File: config.mk
export PLATFORM = sky130hd
export DESIGN_NAME = bkpt_ack_responder
export DESIGN_NICKNAME = d
export VERILOG_FILES = /design/src/rtl/bkpt_pkg.sv /design/src/rtl/bkpt_sync.sv /design/src/rtl/bkpt_table.sv /design/src/rtl/bkpt_fsm.sv /design/src/rtl/bkpt_ack_responder.sv
export SDC_FILE = /design/constraint.sdc
export NUM_CORES = 1
export LEC_CHECK = 0
export BUFFER_PORTS_ARGS = -buffer_cell sky130_fd_sc_hd__buf_2
export CAP_MARGIN = 40
export CORE_ASPECT_RATIO = 1.25
export CORE_MARGIN = 3
export CORE_UTILIZATION = 61
export CTS_BUF_LIST = sky130_fd_sc_hd__clkbuf_2 sky130_fd_sc_hd__clkbuf_4 sky130_fd_sc_hd__clkbuf_8
export DETAILED_ROUTE_END_ITERATION = 7
export GPL_ROUTABILITY_DRIVEN = 0
export HOLD_SLACK_MARGIN = 0.06
export PLACE_DENSITY = 0.86
export SYNTH_ARGS = -nofsm -noshare
export SYNTH_HDL_FRONTEND = slang
export SYNTH_SLANG_ARGS = --single-unit
File: constraint.sdc
create_clock -name clk -period 3.04 [get_ports clk]
set_input_delay 0.76 -clock clk [delete_from_list [all_inputs] [get_ports clk]]
set_output_delay 0.76 -clock clk [all_outputs]
set_load 0.01 [all_outputs]
File: src/rtl/bkpt_pkg.sv
// Shared constants and types for the breakpoint acknowledge responder.
package bkpt_pkg;
    localparam logic [2:0] FC_CPU_SPACE = 3'b111;
    localparam logic [3:0] TYPE_BKPT    = 4'h0;
    localparam logic [3:0] TYPE_LPSTOP  = 4'h3;
    localparam logic [3:0] TYPE_MBAR    = 4'h7;
    localparam logic [3:0] TYPE_IACK    = 4'hF;

    typedef enum logic [1:0] {
        ST_IDLE        = 2'd0,
        ST_DECODE      = 2'd1,
        ST_DRIVE       = 2'd2,
        ST_WAIT_NEGATE = 2'd3
    } rsp_state_t;
endpackage

File: src/rtl/bkpt_sync.sv
// Multi-stage synchroniser for a vector of asynchronous bus inputs.
// Assumes each bit is sampled on its own. Bus inputs must be held stable
// long enough for the decoder to see a coherent word.
module bkpt_sync #(
    parameter int unsigned WIDTH  = 8,
    parameter int unsigned STAGES = 2,
    parameter logic [WIDTH-1:0] RST_VAL = '0
) (
    input  logic             clk,
    input  logic             rst_n,
    input  logic [WIDTH-1:0] d,
    output logic [WIDTH-1:0] q
);
    logic [WIDTH-1:0] chain [STAGES];

    genvar s;
    generate
        for (s = 0; s < STAGES; s++) begin : g_stage
            if (s == 0) begin : g_first
                // first flop captures the raw asynchronous input
                always_ff @(posedge clk) begin
                    if (!rst_n) chain[0] <= RST_VAL;
                    else        chain[0] <= d;
                end
            end else begin : g_next
                // later flops let a metastable value settle
                always_ff @(posedge clk) begin
                    if (!rst_n) chain[s] <= RST_VAL;
                    else        chain[s] <= chain[s-1];
                end
            end
        end
    endgenerate

    assign q = chain[STAGES-1];
endmodule

File: src/rtl/bkpt_table.sv
// Replacement-instruction table: one word and one valid bit per breakpoint.
// Writes take effect on the clock edge. Reads are combinational, so a read
// in the same clock as a write still returns the old contents.
module bkpt_table #(
    parameter int unsigned ENTRIES = 8,
    parameter int unsigned WORD_W  = 16,
    localparam int unsigned IDX_W  = $clog2(ENTRIES)
) (
    input  logic              clk,
    input  logic              rst_n,
    input  logic              wr_en,
    input  logic [IDX_W-1:0]  wr_idx,
    input  logic [WORD_W-1:0] wr_word,
    input  logic              wr_valid,
    input  logic [IDX_W-1:0]  rd_idx,
    output logic [WORD_W-1:0] rd_word,
    output logic              rd_valid
);
    logic [WORD_W-1:0] word_q [ENTRIES];
    logic              vld_q  [ENTRIES];

    genvar e;
    generate
        for (e = 0; e < ENTRIES; e++) begin : g_entry
            // load one entry from the write port, cleared to invalid on reset
            always_ff @(posedge clk) begin
                if (!rst_n) begin
                    word_q[e] <= '0;
                    vld_q[e]  <= 1'b0;
                end else if (wr_en && wr_idx == IDX_W'(e)) begin
                    word_q[e] <= wr_word;
                    vld_q[e]  <= wr_valid;
                end
            end
        end
    endgenerate

    assign rd_word  = word_q[rd_idx];
    assign rd_valid = vld_q[rd_idx];


    wr_lands_chk: assert property (@(posedge clk) disable iff (!rst_n)
        wr_en |=> (vld_q[$past(wr_idx)] == $past(wr_valid)) &&
                  (word_q[$past(wr_idx)] == $past(wr_word)));
endmodule

File: src/rtl/bkpt_fsm.sv
// Cycle decoder and response sequencer. Works on bus signals that have
// already been synchronised. It captures the cycle fields when both
// strobes are low, decodes them for one clock, then answers a breakpoint
// read or waits for the strobes to negate.
module bkpt_fsm
    import bkpt_pkg::*;
#(
    parameter int unsigned ADDR_W = 20,
    parameter int unsigned IDX_W  = 3,
    parameter int unsigned WORD_W = 16,
    parameter int unsigned CNT_W  = 8
) (
    input  logic              clk,
    input  logic              rst_n,
    input  logic              as_s,
    input  logic              ds_s,
    input  logic              rw_s,
    input  logic [2:0]        fc_s,
    input  logic [ADDR_W-1:0] addr_s,
    input  logic [WORD_W-1:0] tbl_word,
    input  logic              tbl_valid,
    output logic [IDX_W-1:0]  tbl_idx,
    output logic              rsp_ack,
    output logic              rsp_err,
    output logic [WORD_W-1:0] rsp_word,
    output logic              rsp_hw,
    output logic              flag_iack,
    output logic              flag_lpstop,
    output logic              flag_mbar,
    output logic [CNT_W-1:0]  sw_cnt,
    output logic [CNT_W-1:0]  hw_cnt
);
    localparam int unsigned TYPE_LSB = ADDR_W - 4;
    localparam int unsigned T_POS    = 1;
    localparam int unsigned IDX_LSB  = 2;
    localparam int unsigned FILL_LSB = IDX_LSB + IDX_W;

    rsp_state_t        state_q, state_d;
    logic [3:0]        type_q;
    logic [IDX_W-1:0]  idx_q;
    logic              t_q, rw_q, fc_ok_q, fill_ok_q, hit_q;
    logic [WORD_W-1:0] word_q;
    logic              strobes_on, strobe_off, bkpt_match, decode_cpu;

    assign strobes_on = !as_s && !ds_s;
    assign strobe_off = as_s || ds_s;
    assign bkpt_match = fc_ok_q && (type_q == TYPE_BKPT) && rw_q && fill_ok_q;

    // next-state selection for the response sequence
    always_comb begin
        state_d = state_q;
        unique case (state_q)
            ST_IDLE:        if (strobes_on) state_d = ST_DECODE;
            ST_DECODE:      state_d = bkpt_match ? ST_DRIVE : ST_WAIT_NEGATE;
            ST_DRIVE:       if (strobe_off) state_d = ST_IDLE;
            ST_WAIT_NEGATE: if (strobe_off) state_d = ST_IDLE;
            default:        state_d = ST_IDLE;
        endcase
    end

    // state register, field capture, table lookup latch and counters
    always_ff @(posedge clk) begin
        if (!rst_n) begin
            state_q   <= ST_IDLE;
            type_q    <= '0;
            idx_q     <= '0;
            t_q       <= 1'b0;
            rw_q      <= 1'b0;
            fc_ok_q   <= 1'b0;
            fill_ok_q <= 1'b0;
            hit_q     <= 1'b0;
            word_q    <= '0;
            sw_cnt    <= '0;
            hw_cnt    <= '0;
        end else begin
            state_q <= state_d;
            if (state_q == ST_IDLE && strobes_on) begin
                type_q    <= addr_s[ADDR_W-1:TYPE_LSB];
                idx_q     <= addr_s[FILL_LSB-1:IDX_LSB];
                t_q       <= addr_s[T_POS];
                rw_q      <= rw_s;
                fc_ok_q   <= (fc_s == FC_CPU_SPACE);
                fill_ok_q <= (addr_s[TYPE_LSB-1:FILL_LSB] == '0) && !addr_s[0];
            end
            if (state_q == ST_DECODE && bkpt_match) begin
                hit_q  <= tbl_valid;
                word_q <= tbl_word;
                if (tbl_valid && !t_q) sw_cnt <= sw_cnt + 1'b1;
                if (tbl_valid &&  t_q) hw_cnt <= hw_cnt + 1'b1;
            end
        end
    end

    assign tbl_idx     = idx_q;
    assign rsp_ack     = (state_q == ST_DRIVE) && hit_q;
    assign rsp_err     = (state_q == ST_DRIVE) && !hit_q;
    assign rsp_word    = word_q;
    assign rsp_hw      = (state_q == ST_DRIVE) && t_q;
    assign decode_cpu  = (state_q == ST_DECODE) && fc_ok_q;
    assign flag_iack   = decode_cpu && (type_q == TYPE_IACK);
    assign flag_lpstop = decode_cpu && (type_q == TYPE_LPSTOP);
    assign flag_mbar   = decode_cpu && (type_q == TYPE_MBAR);


    drive_after_decode_chk: assert property (@(posedge clk) disable iff (!rst_n)
        (state_q == ST_DRIVE && $past(state_q) != ST_DRIVE) |-> $past(state_q) == ST_DECODE);

    sw_step_chk: assert property (@(posedge clk) disable iff (!rst_n)
        (sw_cnt != $past(sw_cnt)) |-> (sw_cnt == CNT_W'($past(sw_cnt) + 1'b1)));

    hw_step_chk: assert property (@(posedge clk) disable iff (!rst_n)
        (hw_cnt != $past(hw_cnt)) |-> (hw_cnt == CNT_W'($past(hw_cnt) + 1'b1)));

    flag_single_chk: assert property (@(posedge clk) disable iff (!rst_n)
        $onehot0({flag_iack, flag_lpstop, flag_mbar}));

    word_stable_chk: assert property (@(posedge clk) disable iff (!rst_n)
        (state_q == ST_DRIVE && $past(state_q) == ST_DRIVE) |-> $stable(word_q));
endmodule

File: src/rtl/bkpt_ack_responder.sv
// Top level: synchronises the bus, decodes CPU-space cycles, answers
// breakpoint acknowledge reads from the table and flags the other types.
// Assumes the bus master holds the function code, address and read/write
// stable while the strobes are low.
module bkpt_ack_responder #(
    parameter int unsigned ADDR_W  = 20,
    parameter int unsigned ENTRIES = 8,
    parameter int unsigned WORD_W  = 16,
    parameter int unsigned CNT_W   = 8,
    parameter int unsigned STAGES  = 2,
    localparam int unsigned IDX_W  = $clog2(ENTRIES)
) (
    input  logic              clk,
    input  logic              rst_n,
    input  logic [2:0]        fc_i,
    input  logic [ADDR_W-1:0] addr_i,
    input  logic              as_n_i,
    input  logic              ds_n_i,
    input  logic              rw_i,
    input  logic              tbl_we_i,
    input  logic [IDX_W-1:0]  tbl_idx_i,
    input  logic [WORD_W-1:0] tbl_word_i,
    input  logic              tbl_valid_i,
    output logic [WORD_W-1:0] data_o,
    output logic              data_oe_o,
    output logic              dsack_n_o,
    output logic              berr_n_o,
    output logic              bkpt_hw_o,
    output logic              flag_iack_o,
    output logic              flag_lpstop_o,
    output logic              flag_mbar_o,
    output logic [CNT_W-1:0]  sw_count_o,
    output logic [CNT_W-1:0]  hw_count_o
);
    localparam int unsigned SYNC_W = 3 + 3 + ADDR_W;
    localparam logic [SYNC_W-1:0] SYNC_RST = {2'b11, {(SYNC_W-2){1'b0}}};

    logic [SYNC_W-1:0] sync_q;
    logic              as_s, ds_s, rw_s;
    logic [2:0]        fc_s;
    logic [ADDR_W-1:0] addr_s;
    logic [IDX_W-1:0]  rd_idx;
    logic [WORD_W-1:0] rd_word, rsp_word;
    logic              rd_valid, rsp_ack, rsp_err;

    bkpt_sync #(.WIDTH(SYNC_W), .STAGES(STAGES), .RST_VAL(SYNC_RST)) sync_i (
        .clk(clk), .rst_n(rst_n),
        .d({as_n_i, ds_n_i, rw_i, fc_i, addr_i}),
        .q(sync_q)
    );
    assign {as_s, ds_s, rw_s, fc_s, addr_s} = sync_q;

    bkpt_table #(.ENTRIES(ENTRIES), .WORD_W(WORD_W)) table_i (
        .clk(clk), .rst_n(rst_n),
        .wr_en(tbl_we_i), .wr_idx(tbl_idx_i), .wr_word(tbl_word_i), .wr_valid(tbl_valid_i),
        .rd_idx(rd_idx), .rd_word(rd_word), .rd_valid(rd_valid)
    );

    bkpt_fsm #(.ADDR_W(ADDR_W), .IDX_W(IDX_W), .WORD_W(WORD_W), .CNT_W(CNT_W)) fsm_i (
        .clk(clk), .rst_n(rst_n),
        .as_s(as_s), .ds_s(ds_s), .rw_s(rw_s), .fc_s(fc_s), .addr_s(addr_s),
        .tbl_word(rd_word), .tbl_valid(rd_valid), .tbl_idx(rd_idx),
        .rsp_ack(rsp_ack), .rsp_err(rsp_err), .rsp_word(rsp_word), .rsp_hw(bkpt_hw_o),
        .flag_iack(flag_iack_o), .flag_lpstop(flag_lpstop_o), .flag_mbar(flag_mbar_o),
        .sw_cnt(sw_count_o), .hw_cnt(hw_count_o)
    );

    assign dsack_n_o = !rsp_ack;
    assign berr_n_o  = !rsp_err;
    assign data_oe_o = rsp_ack;
    assign data_o    = rsp_ack ? rsp_word : '0;


    ack_err_excl_chk: assert property (@(posedge clk) disable iff (!rst_n)
        !(!dsack_n_o && !berr_n_o));

    release_chk: assert property (@(posedge clk) disable iff (!rst_n)
        ($past(as_s) || $past(ds_s)) && (as_s || ds_s) |-> dsack_n_o && berr_n_o);

    flag_no_rsp_chk: assert property (@(posedge clk) disable iff (!rst_n)
        (flag_iack_o || flag_lpstop_o || flag_mbar_o) |=> dsack_n_o && berr_n_o);
endmodule

==> impl_metrics.yaml, run 1 <==
floorplanning:
  dieArea_um2: 17230
  pin_count: 88
  fp-row-count: 50
  die_w_um: 118.0
  die_h_um: 146.0
  core_area_um2: 15200
  initial_core_util: 0.6294
sta:
  tightest_slew_ns: 0.6565
  timing.final.ws_setup_ns: 0.5294
  post-route-period-util: 0.8258
  hold_viol_final: 0
  relSlewSlack: 0.5617
  rsz0062_at_grt: "false"
  fin_crit_ns: 2.511
  final-setup-viol-count: 0
  setup_tns_ns: 0
  slew_viol_final: 0
  finClkSkew_ns: 0.01601
  fmax_mhz: 398.3
placed_design:
  io_buffers: 87
  hpwlAfterDp_um: 14170
  post-place-ws_ns: 0.9146
setup_path:
  worst-setup-path-type: "flip-flop to output pin"
  r2r_slack_ns: 0.91
  reg2regPathDepth: 4
  critPathMaxFanout: 7
  r2r-end: "fsm_i.sw_cnt[3]"
  required_ns: 2.28
  critPathLaunchType: "flip-flop"
  arrival_ns: 1.75
  cp-end-kind: "output pin"
grt:
  grt_pass1_vias: 6331
  grt.overflow.total: 0
  antenna_found_initial: 2
  grt_max_degree: 85
  grt_usage: 0.2461
  grt_pass1_wl_um: 33380
pwr:
  vdd_drop_max_mv: 0.3735
  leakagePower_nw: 4.157
  power.density_nw_per_um2: 586.1
route:
  wl_per_cell_um: 19.62
  postRouteAntennaNets: 0
  num_vias: 6225
  remaining_drc_errors: 0
  wl_um: 21210
  dr.pass1.iters: 5
  drt_iter0_drc: 565
  vias_per_cell: 5.759
layout:
  drive_gt1_frac: 0.2405
  fin_nets: 898
  diodes: 0
  utilization: 0.7275
  syn_to_final_growth_pct: 15.59
min_path:
  hold_class: "flip-flop to flip-flop"
  min_to: "sync_i.chain[1][25]"
  hold_depth: 1
  hp-start: "sync_i.chain[0][25]"
clock_tree:
  htreeDepth: 2
  cts_resized: 0
  cts_setup_buffers: 0
  root_buffer: "clkbuf_8"
  insertion_delay_ns: 0.51
  cts_sinks: 237
  path_clk_slew_ns: 0.06
  tritoncts: "built"
  cts_hold_buf: 0
  cts_buffers: 38
  cts_buffer_depth: 3
yosys:
  synth_area_per_cell_um2: 13.02
  yosysWarnings: 0
  syn_area_um2: 9568
  synth_cell_type_count: 35
  yosys_register_bits: 237
  syn_inst: 735
  synth_nets: 786
  ys_seq_area_frac: 0.6371
outcome:
  outcome: "finished, final reports clean"
job:
  maxCapViolCount: 0
[logic make-up after synthesis]
family	synth area share
AND/OR/NAND/NOR	0.1905
buffers and inverters	0.02014
multiplexers	0.1007
AO/OA/AOI/OAI	0.04891
flip-flops	0.6371
adder cells (fa/ha/maj)	0.002615
[worst max-delay path by stage]
stage	slack, ns	from	to	cells after the start
2_1_floorplan	0.35	tbl_idx_i[0]	table_i.vld_q[0]	2
3_5_place_dp	0.91	rst_n	fsm_i.tbl_idx[0]	5
3_3_place_gp	0.99	rst_n	table_i.word_q[7][10]	4
5_1_grt	0.38	fsm_i.state_q[0]	flag_mbar_o	5
4_1_cts	0.52	fsm_i.state_q[0]	flag_iack_o	4
6_report	0.53	fsm_i.state_q[0]	flag_iack_o	4
[layout by cell type (no fill, tap or decap), drive strengths merged, types with 13 or more instances in the layout]
| cell type | Yosys | final |
|---|---|---|
| and2 | 187 | 187 |
| edfxtp | 135 | 135 |
| buf | 6 | 115 |
| dfxtp | 102 | 102 |
| clkbuf | 37 | 50 |
| a21oi | 41 | 41 |
| nand2 | 34 | 34 |
| mux4 | 33 | 33 |
| o21ai | 26 | 26 |
| mux2i | 22 | 22 |
| and3 | 21 | 21 |
| clkinv | 1 | 14 |
| o31ai | 13 | 13 |
[power by group]
part,total [mW],internal (mW),switching [mW]
logic,0.280,0.116,0.165
clock network,2.61,1.44,1.17
registers,3.59,3.54,0.0475
[cell type report]
class | instances | area, µm²
well taps | 208 | 260.3
clock inverters | 16 | 100.1
flip-flops and latches | 237 | 6097
fillers | 983 | 4143
clock buffers | 50 | 631.9
inverters | 6 | 22.52
repair buffers | 115 | 658.1
multi-input cells | 449 | 3289
[worst max-delay path, stage by stage, from the launching register on]
cell	delay, ns
dfxtp_1	0.44
and3b_1	0.31
and3_1	0.22
and3_1	0.15
buf_2	0.12
[synthesized netlist by cell type]
| cell type | number | area, µm² |
|---|---|---|
| nand3_1 | 8 | 40.04 |
| and3b_1 | 1 | 8.760 |
| dfxtp_1 | 102 | 2042 |
| o41ai_1 | 2 | 17.52 |
| mux2i_1 | 22 | 220.2 |
| a21oi_1 | 41 | 205.2 |
| nor2b_1 | 1 | 6.260 |
| and2_1 | 187 | 1170 |
| o311ai_1 | 2 | 17.52 |
| clkinv_1 | 1 | 3.750 |
| clkbuf_1 | 36 | 135.1 |
| buf_4 | 1 | 7.510 |
| nor4bb_1 | 1 | 10.01 |
| nand4_1 | 7 | 43.79 |
| or2_1 | 1 | 6.260 |
| and4_1 | 1 | 8.760 |
| buf_1 | 2 | 7.510 |
| nand3b_1 | 1 | 7.510 |
| ha_1 | 2 | 25.02 |
| o31ai_1 | 13 | 97.59 |
| inv_1 | 5 | 18.77 |
| or2_2 | 1 | 6.260 |
| or4_1 | 12 | 90.09 |
| and3_1 | 21 | 131.4 |
| buf_2 | 3 | 15.01 |
| clkbuf_2 | 1 | 5.000 |
| nand2_1 | 34 | 127.6 |
| nor4_1 | 5 | 31.28 |
| o21ai_0 | 26 | 130.1 |
| nand2b_1 | 9 | 56.30 |
| or3_1 | 3 | 18.77 |
| edfxtp_1 | 135 | 4054 |
| mux4_2 | 33 | 743.2 |
| nor3_1 | 3 | 15.01 |
| nor2_1 | 12 | 45.04 |
[sequential cells by signal (all words and copies together), names as in the netlist, named ones only]
| name | cells |
|---|---|
| fsm_i.t_q | 1 |
| fsm_i.rw_q | 1 |
| fsm_i.rsp_word | 16 |
| fsm_i.hit_q | 1 |
| fsm_i.sw_cnt | 8 |
| sync_i.chain | 52 |
| fsm_i.type_q | 4 |
| fsm_i.fc_ok_q | 1 |
| fsm_i.fill_ok_q | 1 |
| table_i.vld_q | 8 |
| fsm_i.state_q | 2 |
| table_i.word_q | 128 |
| fsm_i.tbl_idx | 3 |
| fsm_i.hw_cnt | 8 |
[metal layers]
layer	wire length, µm	up-vias	GRT usage	share of wire
met5	14	-	0	0.00066
met4	514	4	0.08328	0.024
met3	1177	46	0.04882	0.055
met2	11610	244	0.4567	0.55
met1	7889	3053	0.2839	0.37
li1	-	2878	-	-
[stage by stage]
| step | std cells | power (mW) | cell area, µm² | hold slack [ns] |
|---|---|---|---|---|
| 4_1_cts | 1081 | 6.537 | 11060 | 0.4214 |
| 3_3_place_gp | 1015 | 3.912 | 10330 | 0.3974 |
| 2_1_floorplan | 735 | 3.789 | 9568 | 0.3863 |
| 5_1_grt | 1081 | 6.718 | 11060 | 0.4473 |
| 3_5_place_dp | 1015 | 3.938 | 10330 | 0.4083 |
| 6_report | 1081 | 6.482 | 11060 | 0.4171 |
(Power assumes the default switching activity.)
==> inputs of run 2 (changes only) <==
ABC_AREA = 1   (was not set)
CORE_UTILIZATION = 55   (was 61)
PLACE_DENSITY = 0.82   (was 0.86)
clock period = 2.1 ns   (was 3.04 ns; I/O delays follow)
==> run 2 against run 1 <==
The flow now finishes with violations (setup timing). Power grew 49%. Clock power grew 53%. Setup slack lost 0.56 ns. Synthesized cell count grew 42%. Non-clock buffer count grew 5. Clock-buffer cell count shrank 1. Sequential power grew 45%. Largest cell class unchanged.
==> impl_metrics.yaml, run 2 <==
outcome:
  outcome: "finished, violations left"
  violations: "setup timing"
sta:
  timing.final.ws_setup_ns: -0.03461
  fmax_mhz: 468.5
  slew_viol_final: 0
  final-setup-viol-count: 15
  tightest_slew_ns: 0.5248
  setup_tns_ns: -0.2679
  finClkSkew_ns: 0.02041
  rsz0062_at_grt: "true"
  hold_viol_final: 0
  post-route-period-util: 1.016
  fin_crit_ns: 2.135
  relSlewSlack: 0.6493
floorplanning:
  die_w_um: 124.6
  dieArea_um2: 19230
  pin_count: 88
  fp-row-count: 53
  initial_core_util: 0.5677
  core_area_um2: 17040
  die_h_um: 154.3
setup_path:
  cp-end-kind: "output pin"
  worst-setup-path-type: "flip-flop to output pin"
  r2r_start: "fsm_i.state_q[0]"
  required_ns: 1.57
  r2r_slack_ns: 0.35
  r2r-end: "fsm_i.sw_cnt[0]"
  reg2regPathDepth: 10
  critPathLaunchType: "flip-flop"
  arrival_ns: 1.61
  critPathMaxFanout: 9
pwr:
  swShare: 0.2168
  seqPwrFrac: 0.539
  totalPowerFinal_mw: 9.629
  p_int_mw: 7.542
  clockPowerShare: 0.414
  leakagePower_nw: 4.916
  power.density_nw_per_um2: 846.6
  switchingPower_mw: 2.088
  vdd_drop_max_mv: 0.5182
  pwr-share-comb: 0.047
layout:
  largest_reg_flops: 128
  multiInputGateArea_um2: 2967
  diodes: 0
  fillCellCount: 1241
  syn_to_final_growth_pct: 17.58
  final_cell_mix: "274 x nor2_1, 135 x edfxtp_1, 118 x nand2_1"
  fin_nets: 1201
  regMostFlops: "table_i.word_q"
  utilization: 0.6674
  seqCellArea_um2: 6102
  drive_gt1_frac: 0.1895
  layout_commonest_cell: "nor2_1"
yosys:
  async_reset_ff_frac: 0
  synth_area_leader_cell: "edfxtp_1"
  synth_area_leaders: "edfxtp_1 42%, dfxtp_1 21%, nor2_1 11%, nand2_1 4.6%, inv_1 4.4%"
  yosysWarnings: 0
  synth_edf_count: 135
  yosys_register_bits: 237
  synth_cell_type_count: 36
  ys_seq_area_frac: 0.6301
  synth_area_per_cell_um2: 9.275
  synth_nets: 1094
  syn_inst: 1043
  syn_area_um2: 9674
  synth_top_cell_area_share: 0.4190
  synth_common_cells: "289 x nor2_1, 135 x edfxtp_1, 119 x nand2_1"
  yosysMostFrequentCell: "nor2_1"
  synthFlopType: "edfxtp_1"
min_path:
  hp-start: "addr_i[18]"
  hold_class: "input pin to flip-flop"
  min_to: "sync_i.chain[0][18]"
  hold_depth: 3
placed_design:
  io_buffers: 87
  hpwlAfterDp_um: 13190
clock_tree:
  htreeDepth: 2
  cts_buffers: 36
  cts_sinks: 237
  root_buffer: "clkbuf_8"
  path_clk_slew_ns: 0.06
  cts_buffer_depth: 3
  insertion_delay_ns: 0.53
  tritoncts: "built"
route:
  drt_iter0_drc: 550
  vias_per_cell: 5.222
  wl_um: 20640
  wl_per_cell_um: 14.77
  dr.pass1.iters: 5
  num_vias: 7295
  postRouteAntennaNets: 0
  remaining_drc_errors: 0
job:
  maxCapViolCount: 0
grt:
  antenna_found_initial: 0
  grt_max_degree: 65
  grt_pass1_vias: 7008
  grt_usage: 0.2111
  grt_pass1_wl_um: 33180
  grt.overflow.total: 0
## run 2: cell count changes after synthesis, moves of 13 or more
cell,delta
mux4_2,-33
and2_1,-187
and3_1,-19
inv_1,+109
mux2i_1,-22
nand2_1,+85
o21ai_0,+50
o31ai_1,-13
buf_2,+16
clkbuf_1,-15
o211ai_1,+32
nor2_1,+277
nand3_1,+35
## run 2: worst max-delay path, cell delays in order, from the launching register on
cell and delay [ns]:
dfxtp_2 0.34, inv_4 0.08, nand2_4 0.06, nor2_4 0.12, clkinv_4 0.11, buf_12 0.16
nor2_2 0.08, buf_2 0.14
## run 2: how the worst max path moves through the flow
stage / from / endpoint / slack [ns] / cells past startpoint
6_report: fsm_i.state_q[0] / data_o[10] / -0.03 / 7
5_1_grt: fsm_i.state_q[0] / data_o[4] / -0.09 / 7
4_1_cts: fsm_i.state_q[0] / data_o[12] / -0.01 / 7
3_5_place_dp: tbl_idx_i[2] / table_i.word_q[1][2] / 0.33 / 4
3_3_place_gp: tbl_idx_i[2] / table_i.word_q[2][12] / 0.37 / 5
2_1_floorplan: rst_n / table_i.vld_q[7] / 0.24 / 3
## run 2: layout make-up
cell class                      instances  area share
Sequential cell                       237      0.5365
Clock inverter                         16     0.01353
Multi-Input combinational cell        634      0.2608
Inverter                              121     0.04059
Tap cell                              220     0.02420
Clock buffer                           49     0.05379
Timing Repair Buffer                  120     0.07062
## run 2: metal layers
metal  vias up  routed length (µm)  track usage
li1       3604                   -            -
met1      3389                8360       0.2596
met2       264               10330       0.3668
met3        38                1531      0.04560
met4         0                 421      0.07937
met5         -                   0            0
## run 2: cell families after synthesis
logic type               synth area share
XOR/XNOR                         0.001811
AO/OA/AOI/OAI                     0.08407
flip-flops                         0.6301
buffers and inverters             0.07307
AND/OR/NAND/NOR                    0.2084
adder cells (fa/ha/maj)          0.002586
## run 2: stage by stage
stage | hold WS [ns] | worst slack, ns | cells | cell area [µm²]
2_1_floorplan | 0.3905 | 0.2381 | 1043 | 9674
4_1_cts | 0.1541 | -0.01204 | 1397 | 11240
3_3_place_gp | 0.3931 | 0.3726 | 1326 | 10360
3_5_place_dp | 0.3960 | 0.3327 | 1326 | 10360
6_report | 0.1785 | -0.03461 | 1397 | 11370
5_1_grt | 0.1694 | -0.08698 | 1397 | 11370
## run 2: repair_timing
| item | 4_1_cts | 5_1_grt |
|---|---|---|
| setup endpoints to repair | 20 | 20 |
| buffers inserted | 5 | 0 |
| gates resized for setup | 20 | 28 |
| cloned | 1 | 0 |
| hold buffers | 0 | 0 |
| pin swaps | 1 | 2 |
## run 2: power by group through the flow
stage	combinational, mW	sequential, mW	clock, mW
CTS	0.456	5.19	4.05
global route	0.514	5.20	4.26
global placement	0.438	5.28	0
finish	0.455	5.19	3.99
floorplan	0.279	5.27	0
detailed placement	0.450	5.29	0
